==> src/rtl/adc_bank_pkg.sv <==
package adc_bank_pkg;

    localparam int NUM_RES  = 4;
    localparam int RES_W    = 10;
    localparam int REG_W    = 16;
    localparam int BUS_W    = 8;
    localparam int ADDR_W   = 4;
    localparam int CHAN_W   = 4;

    typedef enum logic [1:0] {
        FLG_CLEAR = 2'd0,
        FLG_SET   = 2'd1,
        FLG_ARMED = 2'd2
    } flag_state_e;

endpackage

==> src/rtl/adc_chan_map.sv <==
module adc_chan_map #(
    parameter int CHAN_W  = 4,
    parameter int NUM_RES = 4,
    parameter int ALIAS_LO = 2
) (
    input  logic               valid,
    input  logic [CHAN_W-1:0]  chan,
    output logic [NUM_RES-1:0] wr_en
);
    localparam int ALIAS_OFS = (1 << CHAN_W) - NUM_RES;

    for (genvar i = 0; i < NUM_RES; i++) begin : g_map
        if (i >= ALIAS_LO) begin : g_alias
            assign wr_en[i] = valid &&
                ((chan == CHAN_W'(i)) || (chan == CHAN_W'(i + ALIAS_OFS)));
        end else begin : g_plain
            assign wr_en[i] = valid && (chan == CHAN_W'(i));
        end
    end

    always_comb begin
        a_r3_single_target: assert ($onehot0(wr_en));
    end

endmodule

==> src/rtl/adc_result_regs.sv <==
module adc_result_regs #(
    parameter int NUM_RES = 4,
    parameter int RES_W   = 10,
    parameter int REG_W   = 16,
    parameter int BUS_W   = 8
) (
    input  logic                       clk,
    input  logic                       rst_n,
    input  logic [NUM_RES-1:0]         wr_en,
    input  logic [RES_W-1:0]           res_data,
    input  logic                       rd_upper,
    input  logic                       rd_lower,
    input  logic [$clog2(NUM_RES)-1:0] rd_idx,
    output logic [BUS_W-1:0]           upper_byte,
    output logic [BUS_W-1:0]           lower_byte
);
    localparam int PAD_W = REG_W - RES_W;

    logic [RES_W-1:0] res_q [NUM_RES];
    logic [REG_W-1:0] full  [NUM_RES];
    logic [BUS_W-1:0] temp_q;
    logic [BUS_W-1:0] cur_lo;

    for (genvar i = 0; i < NUM_RES; i++) begin : g_reg
        always_ff @(posedge clk or negedge rst_n) begin
            if (!rst_n) begin
                res_q[i] <= '0;
            end else if (wr_en[i]) begin
                res_q[i] <= res_data;
            end
        end
        assign full[i] = {res_q[i], {PAD_W{1'b0}}};

        a_r2_capture: assert property (@(posedge clk) disable iff (!rst_n)
            wr_en[i] |=> (res_q[i] == $past(res_data)));
    end

    assign cur_lo     = full[rd_idx][BUS_W-1:0];
    assign upper_byte = full[rd_idx][REG_W-1:BUS_W];
    assign lower_byte = temp_q;

    always_ff @(posedge clk or negedge rst_n) begin
        if (!rst_n) begin
            temp_q <= '0;
        end else if (rd_upper) begin
            temp_q <= cur_lo;
        end
    end

    a_r4_latch_load: assert property (@(posedge clk) disable iff (!rst_n)
        rd_upper |=> (lower_byte == $past(cur_lo)));
    a_r4_latch_hold: assert property (@(posedge clk) disable iff (!rst_n)
        !rd_upper |=> $stable(lower_byte));
    a_r2_low_zero: assert property (@(posedge clk) disable iff (!rst_n)
        rd_lower |-> (lower_byte[PAD_W-1:0] == '0));

endmodule

==> src/rtl/adc_end_flag.sv <==
module adc_end_flag
    import adc_bank_pkg::*;
(
    input  logic clk,
    input  logic rst_n,
    input  logic set_ev,
    input  logic rd_stat,
    input  logic wr_stat,
    input  logic wdata_flag,
    input  logic wdata_ie,
    input  logic dma_clr,
    output logic flag,
    output logic ie,
    output logic irq
);
    flag_state_e state_q, state_d;
    logic        ie_q;

    always_ff @(posedge clk or negedge rst_n) begin
        if (!rst_n) begin
            state_q <= FLG_CLEAR;
        end else begin
            state_q <= state_d;
        end
    end

    always_ff @(posedge clk or negedge rst_n) begin
        if (!rst_n) begin
            ie_q <= 1'b0;
        end else if (wr_stat) begin
            ie_q <= wdata_ie;
        end
    end

    always_comb begin
        state_d = state_q;
        unique case (state_q)
            FLG_CLEAR: begin
                if (set_ev) state_d = FLG_SET;
            end
            FLG_SET: begin
                if (set_ev)       state_d = rd_stat ? FLG_ARMED : FLG_SET;
                else if (dma_clr) state_d = FLG_CLEAR;
                else if (rd_stat) state_d = FLG_ARMED;
            end
            FLG_ARMED: begin
                if (set_ev)       state_d = wr_stat ? FLG_SET : FLG_ARMED;
                else if (dma_clr) state_d = FLG_CLEAR;
                else if (wr_stat) state_d = wdata_flag ? FLG_SET : FLG_CLEAR;
            end
            default: state_d = FLG_CLEAR;
        endcase
    end

    always_comb begin
        flag = (state_q != FLG_CLEAR);
        ie   = ie_q;
        irq  = flag && ie_q;
    end

    a_r10_set_wins: assert property (@(posedge clk) disable iff (!rst_n)
        set_ev |=> flag);
    a_r8_unarmed_write: assert property (@(posedge clk) disable iff (!rst_n)
        (state_q == FLG_SET && wr_stat && !dma_clr) |=> flag);
    a_r8_armed_clear: assert property (@(posedge clk) disable iff (!rst_n)
        (state_q == FLG_ARMED && wr_stat && !wdata_flag && !set_ev) |=> !flag);
    a_r8_arm_consumed: assert property (@(posedge clk) disable iff (!rst_n)
        wr_stat |=> (state_q != FLG_ARMED));
    a_r9_dma_clear: assert property (@(posedge clk) disable iff (!rst_n)
        (dma_clr && !set_ev) |=> !flag);

endmodule

==> src/rtl/adc_result_bank.sv <==
module adc_result_bank
    import adc_bank_pkg::*;
(
    input  logic              clk,
    input  logic              rst_n,
    input  logic              res_valid,
    input  logic [CHAN_W-1:0] res_chan,
    input  logic [RES_W-1:0]  res_data,
    input  logic              scan_mode,
    input  logic              sweep_end,
    input  logic              bus_sel,
    input  logic              bus_wr,
    input  logic [ADDR_W-1:0] bus_addr,
    input  logic [BUS_W-1:0]  bus_wdata,
    input  logic              dma_rd,
    output logic [BUS_W-1:0]  bus_rdata,
    output logic              irq
);
    localparam int IDX_W = $clog2(NUM_RES);
    localparam logic [ADDR_W-1:0] STAT_ADDR = ADDR_W'(2 * NUM_RES);
    localparam int FLAG_BIT = BUS_W - 1;
    localparam int IE_BIT   = BUS_W - 2;

    logic               rd_acc, wr_acc, in_res, is_stat;
    logic               rd_upper, rd_lower, rd_stat, wr_stat;
    logic               set_ev, dma_clr;
    logic [NUM_RES-1:0] wr_en;
    logic [IDX_W-1:0]   rd_idx;
    logic [BUS_W-1:0]   upper_byte, lower_byte;
    logic               flag, ie;

    assign rd_acc   = bus_sel && !bus_wr;
    assign wr_acc   = bus_sel && bus_wr;
    assign in_res   = (bus_addr < STAT_ADDR);
    assign is_stat  = (bus_addr == STAT_ADDR);
    assign rd_idx   = bus_addr[IDX_W:1];
    assign rd_upper = rd_acc && in_res && !bus_addr[0];
    assign rd_lower = rd_acc && in_res && bus_addr[0];
    assign rd_stat  = rd_acc && is_stat;
    assign wr_stat  = wr_acc && is_stat;
    assign dma_clr  = rd_acc && in_res && dma_rd;
    assign set_ev   = res_valid && (!scan_mode || sweep_end);

    adc_chan_map #(
        .CHAN_W  (CHAN_W),
        .NUM_RES (NUM_RES),
        .ALIAS_LO(2)
    ) u_map (
        .valid(res_valid),
        .chan (res_chan),
        .wr_en(wr_en)
    );

    adc_result_regs #(
        .NUM_RES(NUM_RES),
        .RES_W  (RES_W),
        .REG_W  (REG_W),
        .BUS_W  (BUS_W)
    ) u_regs (
        .clk       (clk),
        .rst_n     (rst_n),
        .wr_en     (wr_en),
        .res_data  (res_data),
        .rd_upper  (rd_upper),
        .rd_lower  (rd_lower),
        .rd_idx    (rd_idx),
        .upper_byte(upper_byte),
        .lower_byte(lower_byte)
    );

    adc_end_flag u_flag (
        .clk       (clk),
        .rst_n     (rst_n),
        .set_ev    (set_ev),
        .rd_stat   (rd_stat),
        .wr_stat   (wr_stat),
        .wdata_flag(bus_wdata[FLAG_BIT]),
        .wdata_ie  (bus_wdata[IE_BIT]),
        .dma_clr   (dma_clr),
        .flag      (flag),
        .ie        (ie),
        .irq       (irq)
    );

    always_comb begin
        bus_rdata = '0;
        if (rd_upper) begin
            bus_rdata = upper_byte;
        end else if (rd_lower) begin
            bus_rdata = lower_byte;
        end else if (rd_stat) begin
            bus_rdata[FLAG_BIT] = flag;
            bus_rdata[IE_BIT]   = ie;
        end
    end

    a_r11_irq_masked: assert property (@(posedge clk) disable iff (!rst_n)
        (rd_stat && !bus_rdata[IE_BIT]) |-> !irq);
    a_r11_irq_flag: assert property (@(posedge clk) disable iff (!rst_n)
        (rd_stat && !bus_rdata[FLAG_BIT]) |-> !irq);
    a_r6_idle_zero: assert property (@(posedge clk) disable iff (!rst_n)
        !rd_acc |-> (bus_rdata == '0));

endmodule

==> config.mk <==
export PLATFORM = sky130hd
export DESIGN_NAME = adc_result_bank
export DESIGN_NICKNAME = d
export VERILOG_FILES = /design/src/rtl/adc_bank_pkg.sv /design/src/rtl/adc_chan_map.sv /design/src/rtl/adc_result_regs.sv /design/src/rtl/adc_end_flag.sv /design/src/rtl/adc_result_bank.sv
export SDC_FILE = /design/constraint.sdc
export NUM_CORES = 1
export LEC_CHECK = 0
export BUFFER_PORTS_ARGS = -buffer_cell sky130_fd_sc_hd__buf_2
export CAP_MARGIN = 30
export CORE_MARGIN = 2
export CORE_UTILIZATION = 58
export DETAILED_ROUTE_END_ITERATION = 10
export PLACE_DENSITY = 0.82
export SYNTH_ARGS = -nofsm -noshare
export SYNTH_HDL_FRONTEND = slang
export SYNTH_SLANG_ARGS = --single-unit
export TNS_END_PERCENT = 30
==> constraint.sdc <==
create_clock -name clk -period 3.3 [get_ports clk]
set_input_delay 0.495 -clock clk [delete_from_list [all_inputs] [get_ports clk]]
set_output_delay 0.495 -clock clk [all_outputs]
set_load 0.02 [all_outputs]
**Word-level counts from Yosys, hierarchy flattened**

Index checks and enable logic that the tools add are counted.

- Bits of input ports: 34
- Word-level logic and storage cells: 63
- Bits in registers: 51

- Bitwise logic cells: 1
- Multiplexer cells: 18
- $lt $le $gt $ge: 2
- Reductions and logical operators: 24
- Equal/unequal tests: 11

Operator list:

| operator | count |
|---|---|
| $bmux 16 s2 | 1 |
| $mux 16 | 2 |
| $mux 2 | 11 |
| $logic_and 1x1->1 | 14 |
| $eq 4x4->1 const B | 3 |
| $eq 4x2->1 const B | 2 |
| $mux 8 | 1 |
| $ne 4x3->1 const B | 2 |
| $mux 6 | 1 |
| $pmux 2 s3 | 1 |
| $eq 4x1->1 const B | 1 |
| $logic_not 4->1 | 1 |
| $lt 4x4->1 const B | 1 |
| $ge 3x3->1 const B | 1 |
| $logic_not 1->1 | 3 |
| $logic_or 1x1->1 | 3 |
| $not 2->3 | 1 |
| $reduce_and 3->1 | 1 |
| $eq 2x1->1 const B | 1 |
| $eq 2x2->1 const B | 1 |
| $logic_not 2->1 | 1 |
| $ne 2x2->1 const B | 1 |
| $reduce_bool 2->1 | 1 |
| $mux 1 | 1 |

**Logic depth before layout (Yosys ltp)**

- Word-level depth: 7
- Mapped depth: 4

**By module**

A second synthesis with hierarchy kept.

- Cells, all modules: 170
- Area total of the unflattened synthesis: 2293.4 µm²

By module, submodules not included:

| module | times used | seq. area each (µm²) | cells an instance | area each (µm²) |
|---|---|---|---|---|
| adc_result_regs | 1 | 1051.0 | 113 | 1854.3 |
| adc_result_bank | 1 | 0.0 | 34 | 217.7 |
| adc_end_flag | 1 | 75.1 | 16 | 167.7 |
| adc_chan_map | 1 | 0.0 | 7 | 53.8 |

**Least setup slack after synthesis**

Ideal clock, no wire load.

- Path type: input port to output port
- Start point: in bus_addr[3]
- End point: out bus_rdata[0]
- Path buffers: 1
- Path slack: 1.249 ns
- Data arrival time: 1.556 ns
- Cell stages on the path: 4
- Required time: 2.805 ns
- Cells stage by stage: or3b_1 or2_0 buf_2 nor2b_1

- Word-level cells in the longest chain between the ends: 5
- Elaborated cells on any way between the ends: 6

RTL lines:

| item | RTL line | source |
|---|---|---|
| from (decl) | adc_result_bank.sv:13 | `input logic [ADDR_W-1:0] bus_addr,` |
| $lt 4x4->1 * | adc_result_bank.sv:34 | `assign in_res = (bus_addr < STAT_ADDR);` |
| $logic_and 1x1->1 * | adc_result_bank.sv:37, adc_result_bank.sv:38 |  |
| $logic_and 1x1->1 | adc_result_bank.sv:38 | `assign rd_lower = rd_acc && in_res && bus_addr[0];` |
| $mux 6 | adc_result_bank.sv:89 | `end else if (rd_lower) begin` |
| $mux 8 * | adc_result_bank.sv:87 | `if (rd_upper) begin` |
| to (decl) | adc_result_bank.sv:16 | `output logic [BUS_W-1:0] bus_rdata,` |

Mark *: on every way between the ends. The rest lies on a longest branch, timed or not.

**Final worst setup path**

- Start point: in bus_addr[3]
- End point: out bus_rdata[2]

The elaborated chain is that of the path after synthesis.

==> metrics.yaml <==
status:
  outcome: "finished, final reports clean"
floorplanning:
  die_area_mm2: 0.00420
  die_h_um: 64.8
  num_rows: 22
  start_util: 0.595
  dieWidth_um: 64.8
  core_mm2: 0.00361
  ios: 43
synth:
  syn_avg_cell_area_um2: 15.3
  synthFlopType: "dfrtp_1"
  synthArstFlopShare: 1.00
  synth.distinct_cells: 31
  ys_seq_area_frac: 0.524
  synth_top_family_by_area: "multiplexers"
  netlist_instances: 140
  synth_edf_count: 0
  synth_compound_area_frac: 0.0332
  synthAdderAreaFrac: 0
  synth_warnings: 0
  yosys.area_share.xor_xnor: 0.00408
  synthMuxAreaShare: 0.343
  syn-num-nets: 174
  synth_simple_gate_area_share: 0.0804
  syn_area_mm2: 0.00215
  ys_seq_elements: 45
timing:
  period_share: 0.718
  finalCriticalPeriod_ps: 2370
  fmax_ghz: 0.422
  rsz0062_at_grt: "false"
  relSlewSlack: 0.554
  setup_viol: 0
  fin_ws_ps: 929
  tns_ps: 0
  hold_viol_final: 0
  worst_pin_slew_ps: 668
  skew_ps: 4.15
  slew_viol_final: 0
global_route:
  grt_pass1_wl_um: 6500
  antenna_found_initial: 0
  grt_use_total: 0.208
  grt_start_max_net_pins: 46
  grt_pass1_vias: 1381
  grt_overflow: 0
clock_tree:
  clock_path_buffers: 2
  cts_tree: "done"
  cts_resized: 0
  htreeDepth: 2
  post_cts_buffers: 0
  cts_hold_buf: 0
  numCtsBuffers: 5
  cts_sinks: 45
  root_buffer: "clkbuf_8"
  clock_insertion_delay_worst_skew_ps: 290
  path_clk_slew_ps: 80
finish:
  final_common_cell: "dfrtp_1"
  area_growth_pct: 15.9
  antenna_cells: 0
  fin_nets: 214
  layout_common_cells: "45 x dfrtp_1, 41 x mux2_2, 36 x buf_2"
  nFillCells: 257
  drive_above_1_share: 0.558
placement:
  port_buffers: 36
  detailedPlace.worstSlack_ps: 938
  dp_hpwl_um: 2860
  gp_congestion: 0.812
setup_path:
  path_class: "in2out"
  worst-endpoint-required_ps: 2800
  critPathLaunchType: "primary input"
  cp.arrival_ps: 1880
  worst-path-max-fanout: 8
  end_kind: "output pin"
job:
  maxCapViolCount: 0
detailed_routing:
  vias: 1307
  drt-total-wl_um: 4070
  firstDrtPassIters: 4
  via_per_inst: 5.71
  antenna_left: 0
  drtIter0Drc: 65
  drc: 0
  wl_per_cell_um: 17.8
power:
  peakVddDrop_mv: 0.379
  power_density_mw_per_mm2: 567
  leakage_nw: 1.11
worst_hold_path:
  hold_path_class: "in2async"
## worst max-delay path: stages
cell     delay (ps)
buf_2           110
or3b_1          410
or2_0           450
nor2b_1         220
buf_2           190
## worst paths after layout
path	from	end	slack, ps	depth (start not counted)
setup / recovery	bus_addr[3]	bus_rdata[2]	930	5
hold / removal	rst_n	u_flag.ie	20	1
setup reg to reg	u_regs.full[6]	u_regs.lower_byte[6]	2060	2
hold reg to reg	u_regs.full[12]	u_regs.full[12]	500	1
max in group asynchronous	rst_n	u_regs.full[8]	2840	2
min in group clk	bus_wdata[6]	u_flag.ie	430	2
## power breakdown
group	switching [mW]	total (mW)	internal [mW]
Sequential	0.0729	0.759	0.687
Clock	0.173	0.362	0.189
Combinational	0.0982	0.291	0.192
## state kept, by name, summed over array words and instances, names as in the netlist
signal / flops
u_flag.ie: 1
u_flag.state_q: 2
u_regs.full: 40
u_regs.lower_byte: 2
## Yosys cell counts (2+ instances only)
cell type / number / area [um^2]
dfrtp_1: 45 / 1130
nand3_1: 2 / 10.0
mux2_2: 41 / 462
nand4_1: 2 / 12.5
mux4_2: 10 / 225
mux2i_1: 2 / 20.0
mux2_4: 2 / 30.0
o21ai_0: 2 / 10.0
nor2b_1: 8 / 50.1
a21oi_1: 2 / 10.0
buf_2: 4 / 20.0
## per-layer routing
metal	wire [um]	vias up	track usage
li1	-	608	-
met1	1750	668	0.266
met2	2140	25	0.366
met3	148	6	0.0469
met4	33	0	0.0399
met5	0	-	0
## area by class of cell
type / count / area, um^2 / area share
clock buffers: 7 / 96.3 / 0.0387
well taps: 48 / 60.1 / 0.0241
flip-flops and latches: 45 / 1130 / 0.452
inverters: 1 / 3.75 / 0.00151
clock inverters: 1 / 5.00 / 0.00201
multi-input cells: 89 / 990 / 0.398
repair buffers: 38 / 208 / 0.0835
## logic make-up (layout without fill, tap and decap cells)
logic type / Yosys count / in the layout
buf+inv: 6 / 47
simple gates: 23 / 23
xor+xnor: 1 / 1
compound gates: 10 / 10
flops: 45 / 45
mux: 55 / 55
## stage by stage
step / hold slack [ps] / cells / total power [mW] / util / cell area [um^2]
finish: 19.1 / 229 / 1.41 / 0.690 / 2490
global placement: 481 / 220 / 1.03 / 0.656 / 2370
detailed placement: 490 / 220 / 1.06 / 0.656 / 2370
CTS: 385 / 228 / 1.42 / 0.685 / 2470
global route: 15.9 / 229 / 1.49 / 0.690 / 2490
floorplan: 199 / 140 / 0.964 / - / 2150
No activity file was read; power rests on OpenSTA's default activity.
